--- src/rtl/burst_pkg.sv ---
package burst_pkg;
    localparam int OFF_W = 3;
    localparam logic [2:0] LEN4_CODE = 3'b010;
    localparam logic [2:0] LEN8_CODE = 3'b011;

    typedef struct packed {
        logic len8;
        logic ilv;
    } burst_cfg_t;
endpackage

--- src/rtl/burst_mode_reg.sv ---
module burst_mode_reg
    import burst_pkg::*;
(
    input  logic       clk,
    input  logic       rst_n,
    input  logic       wr_en,
    input  logic [3:0] wr_data,
    input  logic       hold,
    output burst_cfg_t cfg,
    output logic       err
);
    typedef struct packed {
        burst_cfg_t cfg;
        logic       err;
    } mode_state_t;

    mode_state_t st_d, st_q;
    logic        take;
    logic        code_ok;

    always_comb begin
        st_d    = st_q;
        st_d.err = 1'b0;
        take    = wr_en && !hold;
        code_ok = (wr_data[2:0] == LEN4_CODE) || (wr_data[2:0] == LEN8_CODE);
        if (take) begin
            if (code_ok) begin
                st_d.cfg.len8 = (wr_data[2:0] == LEN8_CODE);
                st_d.cfg.ilv  = wr_data[3];
            end else begin
                st_d.err = 1'b1;
            end
        end
    end

    always_ff @(posedge clk) begin
        if (!rst_n) st_q <= '0;
        else        st_q <= st_d;
    end

    assign cfg = st_q.cfg;
    assign err = st_q.err;

    assert_cfg_frozen_R9: assert property (@(posedge clk) disable iff (!rst_n)
        hold |=> ($stable(cfg.len8) && $stable(cfg.ilv) && !err));

    assert_err_after_wr_R2: assert property (@(posedge clk) disable iff (!rst_n)
        err |-> $past(wr_en));

    assert_err_keeps_cfg_R2: assert property (@(posedge clk) disable iff (!rst_n)
        err |-> ($stable(cfg.len8) && $stable(cfg.ilv)));
endmodule

--- src/rtl/burst_order_calc.sv ---
module burst_order_calc
    import burst_pkg::*;
#(
    parameter int COL_W = 10
) (
    input  logic [COL_W-1:0] start_col,
    input  logic [OFF_W-1:0] beat_idx,
    input  logic             len8,
    input  logic             ilv,
    output logic [COL_W-1:0] col
);
    logic [OFF_W-1:0] mask;
    logic [OFF_W-1:0] seq_off;
    logic [OFF_W-1:0] ilv_off;
    logic [OFF_W-1:0] off;

    always_comb begin
        mask    = len8 ? 3'b111 : 3'b011;
        seq_off = start_col[OFF_W-1:0] + beat_idx;
        ilv_off = start_col[OFF_W-1:0] ^ beat_idx;
        off     = ilv ? ilv_off : seq_off;
    end

    for (genvar b = 0; b < COL_W; b++) begin : g_bit
        if (b < OFF_W) begin : g_low
            assign col[b] = mask[b] ? off[b] : start_col[b];
        end else begin : g_high
            assign col[b] = start_col[b];
        end
    end
endmodule

--- src/rtl/burst_beat_ctrl.sv ---
module burst_beat_ctrl
    import burst_pkg::*;
#(
    parameter int COL_W = 10
) (
    input  logic             clk,
    input  logic             rst_n,
    input  logic             cmd_valid,
    input  logic [COL_W-1:0] cmd_col,
    input  logic             cmd_write,
    input  burst_cfg_t       cfg,
    output logic             active,
    output logic [OFF_W-1:0] idx,
    output logic [COL_W-1:0] start_col,
    output burst_cfg_t       run_cfg,
    output logic             run_write,
    output logic             last
);
    typedef struct packed {
        logic             active;
        logic [OFF_W-1:0] idx;
        logic [COL_W-1:0] start;
        burst_cfg_t       cfg;
        logic             write;
    } ctrl_state_t;

    ctrl_state_t st_d, st_q;
    logic [OFF_W-1:0] last_idx;

    always_comb begin
        last_idx = st_q.cfg.len8 ? 3'd7 : 3'd3;
        st_d     = st_q;
        if (!st_q.active) begin
            if (cmd_valid) begin
                st_d.active = 1'b1;
                st_d.idx    = '0;
                st_d.start  = cmd_col;
                st_d.cfg    = cfg;
                st_d.write  = cmd_write;
            end
        end else if (st_q.idx == last_idx) begin
            st_d.active = 1'b0;
            st_d.idx    = '0;
        end else begin
            st_d.idx = st_q.idx + 1'b1;
        end
    end

    always_ff @(posedge clk) begin
        if (!rst_n) st_q <= '0;
        else        st_q <= st_d;
    end

    assign active    = st_q.active;
    assign idx       = st_q.idx;
    assign start_col = st_q.start;
    assign run_cfg   = st_q.cfg;
    assign run_write = st_q.write;
    assign last      = st_q.active && (st_q.idx == last_idx);

    assert_no_gap_R6: assert property (@(posedge clk) disable iff (!rst_n)
        (active && !last) |=> active);

    assert_idle_after_last_R7: assert property (@(posedge clk) disable iff (!rst_n)
        last |=> !active);

    assert_start_held_R7: assert property (@(posedge clk) disable iff (!rst_n)
        (active && !last) |=> $stable(start_col));

    assert_flag_held_R8: assert property (@(posedge clk) disable iff (!rst_n)
        (active && !last) |=> ($stable(run_write) && $stable(run_cfg.len8) && $stable(run_cfg.ilv)));
endmodule

--- src/rtl/burst_colseq.sv ---
module burst_colseq
    import burst_pkg::*;
#(
    parameter int COL_W = 10
) (
    input  logic             clk,
    input  logic             rst_n,
    input  logic             mode_wr,
    input  logic [3:0]       mode_data,
    output logic             mode_err,
    input  logic             cmd_valid,
    input  logic [COL_W-1:0] cmd_col,
    input  logic             cmd_write,
    output logic             busy,
    output logic             beat_valid,
    output logic [COL_W-1:0] beat_col,
    output logic             beat_write,
    output logic             beat_last
);
    burst_cfg_t       cur_cfg;
    burst_cfg_t       run_cfg;
    logic             active;
    logic [OFF_W-1:0] idx;
    logic [COL_W-1:0] start_col;
    logic             run_write;
    logic             last;

    burst_mode_reg mode_i (
        .clk     (clk),
        .rst_n   (rst_n),
        .wr_en   (mode_wr),
        .wr_data (mode_data),
        .hold    (active),
        .cfg     (cur_cfg),
        .err     (mode_err)
    );

    burst_beat_ctrl #(.COL_W(COL_W)) ctrl_i (
        .clk       (clk),
        .rst_n     (rst_n),
        .cmd_valid (cmd_valid),
        .cmd_col   (cmd_col),
        .cmd_write (cmd_write),
        .cfg       (cur_cfg),
        .active    (active),
        .idx       (idx),
        .start_col (start_col),
        .run_cfg   (run_cfg),
        .run_write (run_write),
        .last      (last)
    );

    burst_order_calc #(.COL_W(COL_W)) order_i (
        .start_col (start_col),
        .beat_idx  (idx),
        .len8      (run_cfg.len8),
        .ilv       (run_cfg.ilv),
        .col       (beat_col)
    );

    assign busy       = active;
    assign beat_valid = active;
    assign beat_write = run_write;
    assign beat_last  = last;

    assert_block_fixed_R5: assert property (@(posedge clk) disable iff (!rst_n)
        (beat_valid && !beat_last) |=> (beat_col[COL_W-1:OFF_W] == $past(beat_col[COL_W-1:OFF_W])));

    assert_last_valid_R6: assert property (@(posedge clk) disable iff (!rst_n)
        beat_last |-> beat_valid);
endmodule

--- config.mk ---
export PLATFORM = sky130hd
export DESIGN_NAME = burst_colseq
export DESIGN_NICKNAME = d
export VERILOG_FILES = /design/src/rtl/burst_pkg.sv /design/src/rtl/burst_mode_reg.sv /design/src/rtl/burst_order_calc.sv /design/src/rtl/burst_beat_ctrl.sv /design/src/rtl/burst_colseq.sv
export SDC_FILE = /design/constraint.sdc
export NUM_CORES = 1
export LEC_CHECK = 0
export ABC_AREA = 1
export BUFFER_PORTS_ARGS = -buffer_cell sky130_fd_sc_hd__buf_2
export CAP_MARGIN = 15
export CORE_MARGIN = 4
export CORE_UTILIZATION = 42
export DETAILED_ROUTE_END_ITERATION = 8
export PLACE_DENSITY = 0.83
export SYNTH_ARGS = -nofsm -noshare
export SYNTH_HDL_FRONTEND = slang
export SYNTH_SLANG_ARGS = --single-unit
--- constraint.sdc ---
create_clock -name clk -period 1.85 [get_ports clk]
set_clock_uncertainty 0.1 [all_clocks]
set_input_delay 0.4625 -clock clk [delete_from_list [all_inputs] [get_ports clk]]
set_output_delay 0.4625 -clock clk [all_outputs]
set_load 0.02 [all_outputs]
### After elaboration in Yosys (flattened, before gate mapping)

Cells that the tools add are included.

* shift-type cells: 0
* add/sub/neg operators: 2
* magnitude comparators: 0
* reduce and logical (&&, ||, !) cells: 8
* $mul: 0
* div/mod/pow operators: 0
* eq/ne operators: 3
* mux-type cells: 10
* bitwise operators: 2

Operator list (count)
* 2-to-1 mux 17 bit: 1
* 2-to-1 mux 3 bit: 3
* equality test 3 x 2 -> 1 bit, second input constant: 2
* AND reduction 2 bit: 3
* 2-to-1 mux 1 bit: 5
* 2-to-1 mux 4 bit: 1
* adder 3 x 1 -> 3 bit, second input constant: 1
* adder 3 bit: 1
* equality test 3 bit: 1
* XOR 3 bit: 1
* logical AND 1 bit: 2
* nonzero test 2 bit: 1
* logical NOT 1 bit: 1
* logical OR 1 bit: 1
* inverter 1 bit: 1

* output and inout bits: 15
* ROM bits: 0
* register bits: 20
* latch bits: 0
* bits in writable memories: 0
* memories: 0

### Logic depth before layout (Yosys ltp)

* depth after elaboration: 4
* depth in mapped cells: 8
* gate-level depth less buffers: 8

### By module

Synthesis repeated with hierarchy kept, for this count alone.

* cells, all modules: 132
* area, all modules: 968.4 sq um

Modules (own cells, without submodules)
* burst_beat_ctrl: cells an instance 83, instances 1, area an instance 645.6 sq um
* burst_order_calc: cells an instance 24, instances 1, area an instance 158.9 sq um
* burst_mode_reg: cells an instance 24, instances 1, area an instance 156.4 sq um
* burst_colseq: cells an instance 1, instances 1, area an instance 7.5 sq um

### Worst setup path before layout

No wires, ideal clock.

* path kind: register -> output
* start: register ctrl_i.st_q, in the netlist ctrl_i.idx[0]
* end: output beat_col[1]
* buffers on the path: 0
* data required time: 1.287 ns
* slack: -0.125 ns
* cell stages (with the launch flop): 5
* data arrival time: 1.413 ns
* cells stage by stage: dfxtp_1 ha_1 inv_1 fa_1 o21ai_0

* cells in the longest elaborated chain, start to end: 3

Ends and longest elaborated chain
* start, declared: RTL line burst_beat_ctrl.sv:27 `ctrl_state_t st_d, st_q;`
* start signal, assigned: RTL line burst_beat_ctrl.sv:51 `else st_q <= st_d;`
* adder 3 bit: RTL line burst_order_calc.sv:19 `seq_off = start_col[OFF_W-1:0] + beat_idx;`
* 2-to-1 mux 3 bit: RTL line burst_order_calc.sv:21 `off = ilv ? ilv_off : seq_off;`
* 2-to-1 mux 1 bit: RTL line burst_order_calc.sv:26 `assign col[b] = mask[b] ? off[b] : start_col[b];`
* end, declared: RTL line burst_colseq.sv:16 `output logic [COL_W-1:0] beat_col,`

No other way between the ends.

### Final worst setup path

* start: register ctrl_i.st_q, in the netlist ctrl_i.start_col[0]
* end: output beat_col[2]

Same word-level chain as after synthesis.

==> summary.txt <==
Min path
  – Hold path depth: 3
  – Worst Min Path Start: cmd_col[0]
  – Hold Path Class: in2reg
  – WHS Endpoint: ctrl_i.start_col[0]

Finish
  – ANT cells: 0
  – Final net count: 173
  – Non-Filler Instances: 176
  – Synthesis-to-finish area growth: 24.08%
  – Share of cells above drive strength 1: 34.23%

Route
  – Vias/cell: 4.688
  – Initial DRT Pass Iterations: 4
  – DR vias: 825
  – Antenna Nets Post-Route: 0
  – WL per Instance: 10.41 um
  – Number of DRC markers in iteration 0: 13
  – Drt drc: 0
  – Total Wirelength: 1.832 mm

Critical path
  – Endpoint type of the worst setup path: output pin
  – Worst setup SP type: flip-flop
  – R2R Setup Slk: 0.60 ns
  – End of the worst register-to-register path: ctrl_i.start_col[3]
  – CP arrival: 1.65 ns
  – Maximum fanout along the worst path: 2
  – Req. time, crit path: 1.29 ns
  – Worst R2R Path Depth: 5
  – Crit Path Class: reg2out
  – Beginning of the critical path: ctrl_i.start_col[0]
  – Reg2reg start: ctrl_i.active

Logic synthesis
  – Synth cell types: 18
  – Syn Inst Count: 120
  – Post-synth ARST share: 0%
  – Post-synthesis sequential area ratio: 43.54%
  – Area leader, netlist: dfxtp_1
  – Syn Area/Cell: 7.664 sq um
  – Synth warn: 0
  – Top FF cell, synth: dfxtp_1
  – Top-count cell post-synth: nor2_1
  – Post-synth EDFFs: 0
  – Synthesized area: 919.6 sq um
  – Commonest cells in the synthesized netlist: nor2_1, dfxtp_1, nand2_1, o21ai_0, inv_1
  – Top cell type's share of synthesized area: 43.54%
  – Mapped Nets: 143
  – Post-synthesis register bit count: 20
  – Top post-synthesis cells by area: dfxtp_1, nor2_1, o21ai_0

Clock tree
  – # clock sinks: 20
  – H-tree Lvls: 1
  – Number of buffers created by CTS: 3
  – CTS tree: done
  – Clock root cell: clkbuf_4
  – Max Root-Sink Buffers: 2
  – Reg clk slew, reported paths: 0.12 ns
  – CTS Hold Buffers Added: 0
  – Clock insertion delay at the later pin of the skew report: 0.31 ns
  – Post-CTS setup buffer count: 0

Place
  – Placed Cells: 172
  – Gpl congestion: 0.8237
  – IO Port Bufs: 33
  – Worst slack, placed: -0.1250 ns
  – Detail Placement HPWL: 1.383 mm

Global routing
  – Grt met3 use: 2.452%
  – Vias in the first global route: 773
  – Largest net degree at the start of global routing: 19
  – Initial antenna violation count: 0
  – Gr ovfl total: 0
  – GRT met1 Usage: 15.23%
  – Top Usage Layer GRT: met2
  – M2 GR Usage: 24.61%
  – First-pass GRT wire length: 3.015 mm
  – Tot GR Track Use: 13.97%

STA
  – Setup WS post-layout: -0.3631 ns
  – Pins Over Slew Limit: 0
  – Final Cycle Share: 119.6%
  – # setup viols final: 3
  – Worst-Margin Slew: 0.3048 ns
  – RSZ-0062 raised after global routing: yes
  – Min Tclk post-route: 2.213 ns
  – Setup TNS: -0.6757 ns
  – Max_slew headroom: 79.65%
  – Fin. Hold Viols: 0
  – Max Freq: 0.4519 GHz
  – Worst hold margin: 0.2827 ns

Die
  – Die X: 54.80 um
  – Num rows: 16
  – Initial cell density of the core: 45.48%
  – Top-level I/O count: 34
  – Die H: 54.80 um
  – Core Region: 0.002022 sq mm
  – Die area: 0.003002 sq mm

Power and ir drop
  – Static Leakage: 0.5439 nW
  – Worst-case vdd ir drop: 0.5522 mV
  – Pwr Density: 907.2 mW/mm^2

Run status
  – Failing checks: setup timing
  – Outcome: finished with violations

Flow run
  – Max_cap viols: 0
==> cells by family after synthesis <==
group | synth area share, %
DFF | 43.54
buffers and inverters | 14.83
adders and majority gates | 6.259
and+or+nand+nor | 20.82
AOI/OAI and AO/OA | 14.56
==> layout make-up <==
type                       count  area (sq um)
clock inverter                 1         30.03
clock buffer                   3         22.52
fill                         198         880.8
inverter                      13         48.80
timing repair buffer          35         195.2
multi-input combinational     77         407.9
tap                           27         33.78
sequential                    20         402.9
==> flip-flops by register name, indices dropped and copies added (netlist names) <==
signal            flops
ctrl_i.active         1
ctrl_i.idx            3
ctrl_i.run_cfg        2
ctrl_i.run_write      1
ctrl_i.start_col     10
mode_i.cfg            2
mode_i.err            1
==> routing by layer <==
| metal | vias up | part of all wire (%) |
|---|---|---|
| met2 | 24 | 49 |
| met3 | 5 | 5.2 |
| met4 | 0 | 2.2 |
| met5 | - | 0 |
| met1 | 364 | 44 |
| li1 | 432 | - |
==> critical path, cell delays in order (launching register included) <==
cell,delay (ns)
dfxtp_2,0.37
ha_4,0.13
inv_2,0.03
fa_2,0.34
o21ai_2,0.14
nand3_1,0.09
nand2_1,0.08
nand2_2,0.05
buf_6,0.12
==> worst max path at each step <==
stage / endpoint / slack [ns] / depth (start not counted)
2_1_floorplan: beat_col[1] / 0.02 / 4
3_3_place_gp: beat_col[2] / -0.08 / 8
3_5_place_dp: beat_col[2] / -0.12 / 8
4_1_cts: beat_col[2] / -0.39 / 9
5_1_grt: beat_col[2] / -0.49 / 8
6_report: beat_col[2] / -0.36 / 8
==> where the power goes <==
group          total, mW  leakage (nW)  internal, mW  switching [mW]
clock network      0.356        0.0279         0.219           0.136
logic              0.192         0.350        0.0785           0.114
registers          0.487         0.166         0.463          0.0239
==> cell usage in the layout (no fill, tap or decap), drive strengths merged <==
cell and count:
nor2 29, bufinv 1, ha 3, nand2 14
fa 1, nand3 2, nand4 1, buf 35
a21oi 7, inv 13, o21ai 19, clkbuf 3
nor4 1, dfxtp 20
==> repair_timing <==
item | 4_1_cts | 5_1_grt
pin swaps | 0 | 2
resized for setup | 8 | 5
setup endpoints to repair | 3 | 3
==> metrics by stage <==
stage / cell area, sq um / utilization [%] / total power, mW
2_1_floorplan: 922.1 / - / 0.6330
3_3_place_gp: 1049 / 51.86 / 0.6665
3_5_place_dp: 1049 / 51.86 / 0.6737
4_1_cts: 1121 / 55.45 / 1.039
5_1_grt: 1141 / 56.44 / 1.084
6_report: 1141 / 56.44 / 1.035
Note: power is estimated with default switching activity, not from simulation.
